**config.mk**
```make
export PLATFORM = sky130hd
export DESIGN_NAME = divtick_gen
export DESIGN_NICKNAME = d
export VERILOG_FILES = /design/src/rtl/divtick_pkg.sv /design/src/rtl/dt_sys_counter.sv /design/src/rtl/dt_tap_select.sv /design/src/rtl/dt_fall_detect.sv /design/src/rtl/divtick_gen.sv
export SDC_FILE = /design/constraint.sdc
export NUM_CORES = 1
export LEC_CHECK = 0
export CAP_MARGIN = 20
export CORE_UTILIZATION = 65
export CTS_BUF_LIST = sky130_fd_sc_hd__clkbuf_2 sky130_fd_sc_hd__clkbuf_4 sky130_fd_sc_hd__clkbuf_8
export CTS_CLUSTER_DIAMETER = 30
export DETAILED_ROUTE_END_ITERATION = 8
export DONT_BUFFER_PORTS = 1
export PLACE_DENSITY_LB_ADDON = 0.12
export SYNTH_ARGS = -nofsm -noshare
export SYNTH_HDL_FRONTEND = slang
export SYNTH_SLANG_ARGS = --single-unit
```
**constraint.sdc**
```tcl
create_clock -name clk -period 2.9 [get_ports clk]
set_input_delay 0.725 -clock clk [delete_from_list [all_inputs] [get_ports clk]]
set_output_delay 0.725 -clock clk [all_outputs]
set_load 0.02 [all_outputs]
```
**src/rtl/divtick_pkg.sv**
```systemverilog
package divtick_pkg;

  typedef struct packed {
    logic       en;
    logic [1:0] rate;
  } tctl_t;

  // rate code -> tapped counter bit: 00->7, 01->1, 10->3, 11->5
  function automatic logic [3:0] tap_of_rate(input logic [1:0] rate);
    logic [1:0] rm1;
    rm1 = rate - 2'd1;
    return (rate == 2'b00) ? 4'd7 : {1'b0, rm1, 1'b1};
  endfunction

endpackage

```
**src/rtl/dt_sys_counter.sv**
```systemverilog
module dt_sys_counter #(
  parameter int W = 14
) (
  input  logic         clk,
  input  logic         rst_n,
  input  logic         stop_i,
  input  logic         clr_i,
  output logic [W-1:0] cnt_o
);

  logic [W-1:0] cnt_q;
  logic [W-1:0] cnt_d;
  logic         cnt_en;

  always_comb begin
    cnt_en = clr_i | ~stop_i;
    cnt_d  = clr_i ? '0 : cnt_q + 1'b1;
  end

  always_ff @(posedge clk or negedge rst_n) begin
    if (!rst_n)      cnt_q <= '0;
    else if (cnt_en) cnt_q <= cnt_d;
  end

  assign cnt_o = cnt_q;

  assert_incr_R1: assert property (@(posedge clk) disable iff (!rst_n)
    (!stop_i && !clr_i) |=> (cnt_q == W'($past(cnt_q) + 1'b1)));

  assert_hold_R2: assert property (@(posedge clk) disable iff (!rst_n)
    (stop_i && !clr_i) |=> $stable(cnt_q));

  assert_clear_R3: assert property (@(posedge clk) disable iff (!rst_n)
    clr_i |=> (cnt_q == '0));

endmodule

```
**src/rtl/dt_tap_select.sv**
```systemverilog
module dt_tap_select #(
  parameter int W             = 14,
  parameter bit COLOR_VARIANT = 1'b0
) (
  input  logic [W-1:0] cnt_i,
  input  logic [1:0]   rate_i,
  input  logic         en_i,
  output logic         level_o,
  output logic         gate_o
);
  import divtick_pkg::*;

  localparam int IDX_W = $clog2(W);

  logic [IDX_W-1:0] idx;
  logic             tap_bit;

  always_comb begin
    idx     = IDX_W'(tap_of_rate(rate_i));
    tap_bit = cnt_i[idx];
  end

  generate
    if (COLOR_VARIANT) begin : g_gate_after
      // enable masks the detector output; detector sees the raw bit
      assign level_o = tap_bit;
      assign gate_o  = en_i;
    end else begin : g_gate_before
      // enable masks the bit before the detector
      assign level_o = tap_bit & en_i;
      assign gate_o  = 1'b1;
    end
  endgenerate

endmodule

```
**src/rtl/dt_fall_detect.sv**
```systemverilog
module dt_fall_detect (
  input  logic clk,
  input  logic rst_n,
  input  logic level_i,
  input  logic gate_i,
  output logic pulse_o
);

  logic prev_q;
  logic prev_d;

  always_comb prev_d = level_i;

  always_ff @(posedge clk or negedge rst_n) begin
    if (!rst_n) prev_q <= 1'b0;
    else        prev_q <= prev_d;
  end

  assign pulse_o = gate_i & prev_q & ~level_i;

  assert_one_cycle_R5: assert property (@(posedge clk) disable iff (!rst_n)
    pulse_o |=> !pulse_o);

endmodule

```
**src/rtl/divtick_gen.sv**
```systemverilog
module divtick_gen #(
  parameter int CNT_W         = 14,
  parameter int DIV_W         = 8,
  parameter int AUD_TAP       = 10,
  parameter bit COLOR_VARIANT = 1'b0
) (
  input  logic             clk,
  input  logic             rst_n,
  input  logic             stop_i,
  input  logic             div_wr_i,
  input  logic             ctl_wr_i,
  input  logic [2:0]       ctl_data_i,
  input  logic             dbl_speed_i,
  output logic [DIV_W-1:0] div_o,
  output logic             tick_o,
  output logic             aud_evt_o
);
  import divtick_pkg::*;

  localparam int IDX_W = $clog2(CNT_W);

  logic [CNT_W-1:0] cnt;
  tctl_t            ctl_q;
  tctl_t            ctl_d;
  logic             tap_level;
  logic             tap_gate;
  logic [IDX_W-1:0] aud_idx;
  logic             aud_level;

  dt_sys_counter #(.W(CNT_W)) u_cnt (
    .clk    (clk),
    .rst_n  (rst_n),
    .stop_i (stop_i),
    .clr_i  (div_wr_i),
    .cnt_o  (cnt)
  );

  always_comb ctl_d = tctl_t'(ctl_data_i);

  always_ff @(posedge clk or negedge rst_n) begin
    if (!rst_n)        ctl_q <= '0;
    else if (ctl_wr_i) ctl_q <= ctl_d;
  end

  dt_tap_select #(.W(CNT_W), .COLOR_VARIANT(COLOR_VARIANT)) u_tap (
    .cnt_i   (cnt),
    .rate_i  (ctl_q.rate),
    .en_i    (ctl_q.en),
    .level_o (tap_level),
    .gate_o  (tap_gate)
  );

  dt_fall_detect u_tick_edge (
    .clk     (clk),
    .rst_n   (rst_n),
    .level_i (tap_level),
    .gate_i  (tap_gate),
    .pulse_o (tick_o)
  );

  always_comb begin
    aud_idx   = dbl_speed_i ? IDX_W'(AUD_TAP + 1) : IDX_W'(AUD_TAP);
    aud_level = cnt[aud_idx];
  end

  dt_fall_detect u_aud_edge (
    .clk     (clk),
    .rst_n   (rst_n),
    .level_i (aud_level),
    .gate_i  (1'b1),
    .pulse_o (aud_evt_o)
  );

  assign div_o = cnt[CNT_W-1 -: DIV_W];

  assert_idle_no_tick_R9: assert property (@(posedge clk) disable iff (!rst_n)
    (!ctl_q.en && !$past(ctl_q.en)) |-> !tick_o);

  assert_clear_zero_div_R3: assert property (@(posedge clk) disable iff (!rst_n)
    div_wr_i |=> (div_o == '0));

  assert_aud_one_cycle_R10: assert property (@(posedge clk) disable iff (!rst_n)
    aud_evt_o |=> !aud_evt_o);

endmodule

```
==> impl_metrics.json <==
{
  "hold_viol": 0,
  "cts_buffers": 3,
  "viasPerCell": 6.060,
  "reg2reg_slack_ns": 1.18,
  "wl_per_cell_um": 14.54,
  "die_h_um": 40.45,
  "grt_busiest_layer": "met2",
  "port_buffers": 0,
  "first_pass_iters": 4,
  "clkPwrFrac_pct": 31.5,
  "grtUsageMet3_pct": 11.67,
  "gr-usage-met2_pct": 30.16,
  "cts_max_level": 1,
  "syn_to_final_growth_pct": -1.823,
  "dp_slack_ns": 0.6925,
  "final_cells": 100,
  "clockRootBuffer": "clkbuf_4",
  "required_ns": 2.17,
  "slew_headroom_pct": 65.14,
  "switching_power_mw": 0.09520,
  "netlist_instances": 90,
  "ctsHoldBuffers": 0,
  "drv_cap": 0,
  "fin_crit_sh_pct": 87.65,
  "p_sw_share_pct": 22.18,
  "clockBufferDepth": 2,
  "max_freq_ghz": 0.3934,
  "n_antenna_cell": 0,
  "yosysTopAreaCellShare_pct": 49.48,
  "fin_setup_tns_ns": 0,
  "ios": 19,
  "std_cell_rows": 13,
  "antenna_found_initial": 0,
  "layout_common_cells": "dfrtp_1, nor2_1, xnor2_1, nand3_1",
  "fin_ws_ns": 0.3583,
  "seq_power_share_pct": 64.9,
  "worstSkewPairLatency_ns": 0.30,
  "p_per_area_mw_per_mm2": 454.9,
  "globalRouteOverflowTotal": 0,
  "multi_input_area_um2": 414.1,
  "post_cts_buffers": 0,
  "synth_cell_types": 30,
  "drv_slew": 0,
  "ir_worst_vdd_mv": 0.2392,
  "met1_usage_pct": 27.82,
  "start_kind": "register",
  "syn_nets": 100,
  "power.internal_mw": 0.3339,
  "rsz0062_at_grt": "no",
  "track_usage_pct": 22.67,
  "fin_skew_ns": 0.007930,
  "cp_max_fo": 6,
  "clkSinkCount": 19,
  "cts_tree": "built",
  "drc": 0,
  "ant_nets": 0,
  "outcome": "finished clean",
  "wirelength_um": 1454,
  "clk_pin_slew_ns": 0.11,
  "start_util_pct": 72.05,
  "ys_seq_area_share_pct": 49.48,
  "report.final.setup_viol": 0,
  "crit_path_end_kind": "primary output",
  "worst_slew_pin_slew_ns": 0.5190,
  "ys_warn_count": 0,
  "core_mm2": 0.001334,
  "place_congestion": 0.8269,
  "leakage_nw": 0.3924,
  "fin_util_pct": 70.73,
  "cts_resized": 0,
  "n_fill_cell": 102,
  "grt_pass1_wl_um": 2311,
  "die_w_um": 40.45,
  "yosys_register_bits": 19,
  "dieArea_mm2": 0.001636,
  "regArea_um2": 475.5,
  "first_global_vias": 541,
  "syn-mean-instance-area_um2": 10.68,
  "fin_nets": 96,
  "layout_commonest_cell": "dfrtp_1",
  "synth_area_um2": 960.9,
  "synth_area_leaders": "dfrtp_1, buf_4, xnor2_1",
  "vias": 606,
  "drive_gt1_share_pct": 11.76,
  "dp.cells": 96,
  "layout_min_cycle_time_ns": 2.542,
  "initialDrtViolationCount": 20,
  "hp-class": "in2async",
  "power_frac_comb_pct": 3.7,
  "setup.worst_path.class": "reg2out",
  "grt_max_degree": 20,
  "yosys.area.top_type": "dfrtp_1",
  "arrival_ns": 1.82,
  "dp_hpwl_um": 1044
}
stage by stage:
stage / hold slack, ns / power [mW] / cell area [um^2]
global placement: 0.4297 / 0.2986 / 915.9
detailed placement: 0.4298 / 0.2997 / 915.9
finish: 0.09797 / 0.4291 / 943.4
CTS: 0.09126 / 0.4331 / 943.4
global route: 0.06703 / 0.4494 / 943.4
floorplan: 0.4294 / 0.2978 / 960.9
worst max-delay path, cell delays in order, from the launching register on:
cell     delay (ns)
dfrtp_1        0.52
mux4_2         0.49
and2_1         0.18
nor2b_1        0.33
layout make-up:
cell class | count | share of cell area, %
Sequential cell | 19 | 50.40
Multi-Input combinational cell | 60 | 43.90
Clock buffer | 3 | 2.387
Tap cell | 15 | 1.989
Inverter | 2 | 0.7958
Clock inverter | 1 | 0.5305
sequential cells by signal (all words and copies together) (netlist names):
signal and count:
u_aud_edge.prev_q 1, ctl_q 3, u_tick_edge.prev_q 1, u_cnt.cnt_o 14
power groups by stage:
stage	clock (mW)	combinational (mW)	sequential [mW]
6_report	0.135	0.0157	0.278
5_1_grt	0.152	0.0174	0.280
4_1_cts	0.139	0.0160	0.278
3_5_place_dp	0	0.0160	0.284
3_3_place_gp	0	0.0150	0.284
2_1_floorplan	0	0.0159	0.282
worst paths after layout:
| kind | from | end | cells after the start |
|---|---|---|---|
| worst max-delay path | u_cnt.cnt_o[7] | tick_o | 3 |
| worst min-delay path | rst_n | u_cnt.cnt_o[7] | 0 |
| worst max register to register | u_cnt.cnt_o[3] | u_cnt.cnt_o[13] | 4 |
| worst min register to register | ctl_q[2] | ctl_q[2] | 1 |
| max in group asynchronous | rst_n | u_cnt.cnt_o[9] | 0 |
| min in group clk | div_wr_i | u_cnt.cnt_o[3] | 1 |
cell usage after synthesis (all sizes together):
master,count
o21ai,1
or4,1
o31ai,1
mux2,4
a21oi,4
and2,1
nor2,12
nor4,2
clkbuf,1
nand2b,1
dfrtp,19
or3,2
nor2b,3
nand3,6
mux2i,1
nor3,1
nand3b,1
buf,8
mux4,1
ha,1
inv,2
xor2,3
and4,1
and4b,1
o41ai,1
xnor2,6
nor4b,1
a31o,1
nand2,3
metal layers:
metal	vias up	part of all wire, %
li1	293	-
met1	283	48
met2	26	43
met3	4	6.8
met4	0	1.2
met5	-	0
kinds of logic after synthesis:
group | Yosys count | synth area share (%)
compound gates | 8 | 5.209
flops | 19 | 49.48
buf+inv | 11 | 7.422
mux | 6 | 8.072
xor+xnor | 9 | 8.204
simple gates | 36 | 20.31
fa+ha+maj | 1 | 1.302
No activity file was read; power rests on OpenSTA's default activity.
